## config.mk

```make
export PLATFORM = sky130hd
export DESIGN_NAME = mem_err_detect
export DESIGN_NICKNAME = d
export VERILOG_FILES = /design/src/rtl/med_pkg.sv /design/src/rtl/med_hamming.sv /design/src/rtl/med_ctrl.sv /design/src/rtl/mem_err_detect.sv
export SDC_FILE = /design/constraint.sdc
export NUM_CORES = 1
export LEC_CHECK = 0
export CORE_MARGIN = 2
export CORE_UTILIZATION = 60
export DETAILED_ROUTE_END_ITERATION = 8
export DONT_BUFFER_PORTS = 1
export PLACE_DENSITY = 0.76
export SYNTH_ARGS = -nofsm -noshare
export SYNTH_HDL_FRONTEND = slang
export SYNTH_SLANG_ARGS = --single-unit
```

## constraint.sdc

```tcl
create_clock -name clk -period 2.02 [get_ports clk]
set_input_delay 0.101 -clock clk [delete_from_list [all_inputs] [get_ports clk]]
set_output_delay 0.101 -clock clk [all_outputs]
set_load 0.02 [all_outputs]
```

## src/rtl/med_pkg.sv

```systemverilog
package med_pkg;

    typedef enum logic [1:0] {
        MODE_OFF  = 2'b00,
        MODE_PAR  = 2'b01,
        MODE_EDAC = 2'b10
    } med_mode_e;

    // Smallest r with 2**r >= data width + r + 1
    function automatic int ham_bits(input int dw);
        int r;
        r = 1;
        while ((1 << r) < dw + r + 1) r++;
        return r;
    endfunction

    // Codeword position (1-based) of data bit idx, skipping powers of two
    function automatic int data_pos(input int idx);
        int p;
        int seen;
        p    = 0;
        seen = -1;
        while (seen < idx) begin
            p++;
            if ((p & (p - 1)) != 0) seen++;
        end
        return p;
    endfunction

endpackage

```

## src/rtl/med_hamming.sv

```systemverilog
module med_hamming #(
    parameter int DATA_W = 16,
    parameter int HAM_W  = 5
) (
    input  logic [DATA_W-1:0] data_i,
    output logic [HAM_W-1:0]  ham_o
);

    logic [HAM_W-1:0] term [DATA_W];

    for (genvar g = 0; g < DATA_W; g++) begin : g_term
        localparam int               POS   = med_pkg::data_pos(g);
        localparam logic [HAM_W-1:0] POS_V = HAM_W'(POS);
        assign term[g] = data_i[g] ? POS_V : '0;
    end

    always_comb begin
        ham_o = '0;
        for (int i = 0; i < DATA_W; i++) begin
            ham_o = ham_o ^ term[i];
        end
    end

endmodule

```

## src/rtl/med_ctrl.sv

```systemverilog
module med_ctrl
    import med_pkg::*;
(
    input  logic      clk,
    input  logic      rst_n,
    input  logic      cfg_we,
    input  logic [1:0] cfg_mode,
    input  logic      cfg_odd,
    input  logic      rd_valid,
    input  logic      par_bad,
    input  logic      syn_nz,
    input  logic      ovr_odd,
    output med_mode_e mode_o,
    output logic      odd_o,
    output logic      perr_q,
    output logic      single_q,
    output logic      dbl_q
);

    med_mode_e state_q;
    med_mode_e state_d;
    logic      odd_q;

    // Next-state selection from the configuration write
    always_comb begin
        state_d = state_q;
        if (cfg_we) begin
            unique case (cfg_mode)
                2'b01:   state_d = MODE_PAR;
                2'b10:   state_d = MODE_EDAC;
                2'b00:   state_d = MODE_OFF;
                2'b11:   state_d = MODE_OFF;
                default: state_d = MODE_OFF;
            endcase
        end
    end

    // State register
    always_ff @(posedge clk) begin
        if (!rst_n) begin
            state_q <= MODE_OFF;
            odd_q   <= 1'b0;
        end else begin
            state_q <= state_d;
            if (cfg_we) odd_q <= cfg_odd;
        end
    end

    // Registered verdict for one cycle after a strobed read
    always_ff @(posedge clk) begin
        if (!rst_n) begin
            perr_q   <= 1'b0;
            single_q <= 1'b0;
            dbl_q    <= 1'b0;
        end else begin
            perr_q   <= 1'b0;
            single_q <= 1'b0;
            dbl_q    <= 1'b0;
            if (rd_valid) begin
                unique case (state_q)
                    MODE_OFF:  ;
                    MODE_PAR:  perr_q <= par_bad;
                    MODE_EDAC: begin
                        single_q <= ovr_odd;
                        dbl_q    <= syn_nz & ~ovr_odd;
                    end
                    default:   ;
                endcase
            end
        end
    end

    assign mode_o = state_q;
    assign odd_o  = odd_q;

    assert_quiet_without_strobe_R10: assert property (@(posedge clk) disable iff (!rst_n)
        !rd_valid |=> !(perr_q || single_q || dbl_q));

    assert_single_double_exclusive_R8: assert property (@(posedge clk) disable iff (!rst_n)
        !(single_q && dbl_q));

    assert_reserved_mode_off_R2: assert property (@(posedge clk) disable iff (!rst_n)
        (cfg_we && cfg_mode == 2'b11) |=> state_q == MODE_OFF);

    assert_off_silent_R3: assert property (@(posedge clk) disable iff (!rst_n)
        (state_q == MODE_OFF) |=> !(perr_q || single_q || dbl_q));

    assert_parity_no_edac_flags_R5: assert property (@(posedge clk) disable iff (!rst_n)
        (state_q == MODE_PAR) |=> !(single_q || dbl_q));

    assert_edac_no_parity_flag_R7: assert property (@(posedge clk) disable iff (!rst_n)
        (state_q == MODE_EDAC) |=> !perr_q);

endmodule

```

## src/rtl/mem_err_detect.sv

```systemverilog
module mem_err_detect
    import med_pkg::*;
#(
    parameter  int DATA_W = 16,
    localparam int HAM_W  = med_pkg::ham_bits(DATA_W),
    localparam int CHK_W  = HAM_W + 1
) (
    input  logic              clk,
    input  logic              rst_n,
    input  logic              cfg_we,
    input  logic [1:0]        cfg_mode,
    input  logic              cfg_odd,
    input  logic [DATA_W-1:0] wr_data,
    output logic [CHK_W-1:0]  wr_check,
    input  logic              rd_valid,
    input  logic [DATA_W-1:0] rd_data,
    input  logic [CHK_W-1:0]  rd_check,
    output logic              mem_err_pin,
    output logic              single_err
);

    med_mode_e        mode;
    logic             odd;
    logic             perr_q;
    logic             single_q;
    logic             dbl_q;
    logic [HAM_W-1:0] wr_ham;
    logic [HAM_W-1:0] rd_ham;
    logic [HAM_W-1:0] syndrome;
    logic             par_bad;
    logic             syn_nz;
    logic             ovr_odd;

    med_hamming #(.DATA_W(DATA_W), .HAM_W(HAM_W)) u_enc (
        .data_i (wr_data),
        .ham_o  (wr_ham)
    );

    med_hamming #(.DATA_W(DATA_W), .HAM_W(HAM_W)) u_dec (
        .data_i (rd_data),
        .ham_o  (rd_ham)
    );

    assign syndrome = rd_ham ^ rd_check[HAM_W-1:0];
    assign syn_nz   = |syndrome;
    assign ovr_odd  = ^{rd_data, rd_check};
    assign par_bad  = (^{rd_data, rd_check[0]}) != odd;

    // Write check bits follow the current mode
    always_comb begin
        wr_check = '0;
        unique case (mode)
            MODE_OFF:  wr_check = '0;
            MODE_PAR:  wr_check[0] = (^wr_data) ^ odd;
            MODE_EDAC: wr_check = {(^wr_data) ^ (^wr_ham), wr_ham};
            default:   wr_check = '0;
        endcase
    end

    med_ctrl u_ctrl (
        .clk      (clk),
        .rst_n    (rst_n),
        .cfg_we   (cfg_we),
        .cfg_mode (cfg_mode),
        .cfg_odd  (cfg_odd),
        .rd_valid (rd_valid),
        .par_bad  (par_bad),
        .syn_nz   (syn_nz),
        .ovr_odd  (ovr_odd),
        .mode_o   (mode),
        .odd_o    (odd),
        .perr_q   (perr_q),
        .single_q (single_q),
        .dbl_q    (dbl_q)
    );

    // Shared pin: active-low parity error, or active-high RAM disable
    assign mem_err_pin = (mode == MODE_EDAC) ? dbl_q : ~perr_q;
    assign single_err  = single_q;

    assert_off_wrcheck_zero_R3: assert property (@(posedge clk) disable iff (!rst_n)
        (mode == MODE_OFF) |-> (wr_check == '0));

    assert_parity_upper_zero_R4: assert property (@(posedge clk) disable iff (!rst_n)
        (mode == MODE_PAR) |-> (wr_check[CHK_W-1:1] == '0));

    assert_edac_even_codeword_R6: assert property (@(posedge clk) disable iff (!rst_n)
        (mode == MODE_EDAC) |-> !(^{wr_data, wr_check}));

endmodule

```

==> results_dict.tcl <==
set metrics [dict create \
    cts_repair_resize_count 0 \
    power_density_mw_per_mm2 775 \
    cp-start-kind "input port" \
    clock_path_buffers 2 \
    setup_viol 0 \
    synth_nets 152 \
    detail_route.drc_violations 0 \
    worstPathArrival_ps 1730 \
    count_of_routing_violations_after_the_opening_detailed_route_iteration 3 \
    dieHeight_um 46.7 \
    rsz_0062_raised_after_global_routing "false" \
    route.vias.total 704 \
    max_cap_violations 0 \
    layout.cells.most_common_list "xnor2_1 (39), xor2_1 (13), xnor3_1 (8)" \
    placed_instance_count 132 \
    grt_max_degree 10 \
    synth.ff_latch_count 6 \
    fin_worst_skew_ps 4.72 \
    routed_via_density 5.18 \
    clkSlewWorstSetupHoldPaths_ps 40 \
    status "finished, final reports clean" \
    cts_sinks 6 \
    tritoncts_clock_tree "built" \
    drtAntennaViolNets 0 \
    worst_setup_path_end_kind "output port" \
    stdcell_count 136 \
    ys.warnings.count 0 \
    fmaxAchievable_ghz 0.547 \
    gpl.final_weighted_congestion 0.729 \
    post-cts-setup-buffers 0 \
    detail_route.wirelength_um 1730 \
    number_of_placement_rows 15 \
    start_util_pct 63.3 \
    postSynthAreaPerCell_um2 10.4 \
    worst_skew_pair.late_latency_ps 240 \
    vdd_drop_max_uv 354 \
    cts.root.buffer_cell "clkbuf_4" \
    r2r_start "u_ctrl.mode_o[0]" \
    max_slew_vio_count 0 \
    cp_data_required_time_ps 1920 \
    areaGrowthSynthToFinish_pct 7.22 \
    antenna_cells 0 \
    yosys.cell_types.count 24 \
    dieArea_mm2 0.00218 \
    synthesis.instances 105 \
    most_common_cell_after_layout_fill_and_taps_aside "xnor2_1" \
    drive_above_1_share_pct 9.91 \
    overflow 0 \
    top_level_ports 53 \
    post-route-min-period_ps 1830 \
    seq_area_frac_synth_pct 11.0 \
    crit_type "in -> out" \
    tritoncts.num_buffers 3 \
    htree_num_levels 1 \
    nets 160 \
    min_from "rst_n" \
    hp-class "in -> reg" \
    grt.total_usage_pct 17.3 \
    setup_total_negative_slack_ps 0 \
    io_buffers 0 \
    synth.cell_area_mm2 0.00109 \
    core-area_mm2 0.00173 \
    dieWidth_um 46.7 \
    crit_fanout 2 \
    critPathLaunch "wr_data[8]" \
    wl_per_cell_um 12.7 \
    grt_first_pass_wirelength_um 2710 \
    tightestPinTransition_ps 648 \
    total_leakage_power_uw 0.000475 \
    initial_antenna_violation_count 0 \
    finalCritPeriodShare_pct 90.6 \
    report.final.hold_viol_count 0 \
    drt_first_pass_iters 4 \
    detailed_place_hpwl_um 1620 \
    vias_in_the_first_global_route 745 \
    remaining_max_slew_budget_at_the_tightest_pin_pct 56.4 \
]
-- worst paths after layout --
check             slack, ps  cells past startpoint       endpoint
setup reg to reg        910                      4   u_ctrl.dbl_q
hold reg to reg         600                      2   u_ctrl.odd_o
setup / recovery        190                      6    wr_check[5]
hold / removal           10                      2  u_ctrl.perr_q
-- cells in the mapped netlist, drive strengths merged --
cell type,n,area (um^2)
xnor3,8,180
and2,7,43.8
dfxtp,6,120
o21ai,3,15.0
o22ai,1,6.26
or2,1,6.26
nand3b,2,15.0
o31ai,1,7.51
nand2b,1,6.26
nor2,1,3.75
inv,2,7.51
xor2,14,130
a311oi,1,8.76
nand3,3,15.0
ha,2,25.0
xor3,1,23.8
nor2b,2,12.5
mux2i,2,20.0
xnor2,44,434
nand2,3,11.3
-- registers in the layout, indices dropped and copies added, names as in the netlist --
| register | flops |
|---|---|
| u_ctrl.single_q | 1 |
| u_ctrl.perr_q | 1 |
| u_ctrl.dbl_q | 1 |
| u_ctrl.odd_o | 1 |
| u_ctrl.mode_o | 2 |
-- cell type report --
| type | count | area [um^2] |
|---|---|---|
| clock buffer | 3 | 22.5 |
| multi-input combinational | 97 | 965 |
| tap | 25 | 31.3 |
| timing repair buffer | 3 | 25.0 |
| fill | 170 | 556 |
| inverter | 2 | 7.51 |
| sequential | 6 | 120 |
-- metrics by stage --
stage                     setup WS, ps  utilization [%]  total power, uW  hold slack [ps]  area (um^2)
after global placement             192             65.9              792              224         1140
final                              191             67.8              908             10.6         1170
after detailed placement           161             65.9              812              227         1140
after floorplan                    255                -              731              223         1090
after global routing              87.2             67.8              977             1.99         1170
after CTS                          163             67.8              924             5.19         1170
-- worst max-delay path, cell delays in order --
cell	delay [ps]
xnor2_2	220
xor2_2	190
xnor3_1	450
xnor2_2	200
xnor3_1	330
and2_1	230
-- cell families (layout without fill, tap and decap cells) --
kind of cell	after synthesis	after routing	synth area share, %
xor gates and xnor gates	67	67	70.3
adders and majority gates	2	2	2.29
AOI/OAI and AO/OA	6	6	3.44
muxes	2	2	1.83
buffers and inverters	2	8	0.688
and+or+nand+nor	20	20	10.4
DFF	6	6	11.0
-- routing by layer --
metal	up-vias	share of wire [%]	track usage (%)	routed length, um
met5	-	0	0	0
met4	0	0	5.00	0
met3	0	5.3	1.96	91
met2	26	57	36.1	977
met1	326	38	17.3	660
li1	352	-	-	-
-- report_power, final --
group / leakage, uW / internal, uW / switching (uW)
Sequential: 0.0000488 / 123 / 3.25
Combinational: 0.000412 / 407 / 265
Clock: 0.0000138 / 67.1 / 41.7
Total: 0.000475 / 598 / 310
-- repair_timing --
item                                   4_1_cts  5_1_grt
hold buffers                                 1        0
setup endpoints to repair                    0        0
endpoints found under the hold margin        3        0
Note: power is estimated with default switching activity, not from simulation.
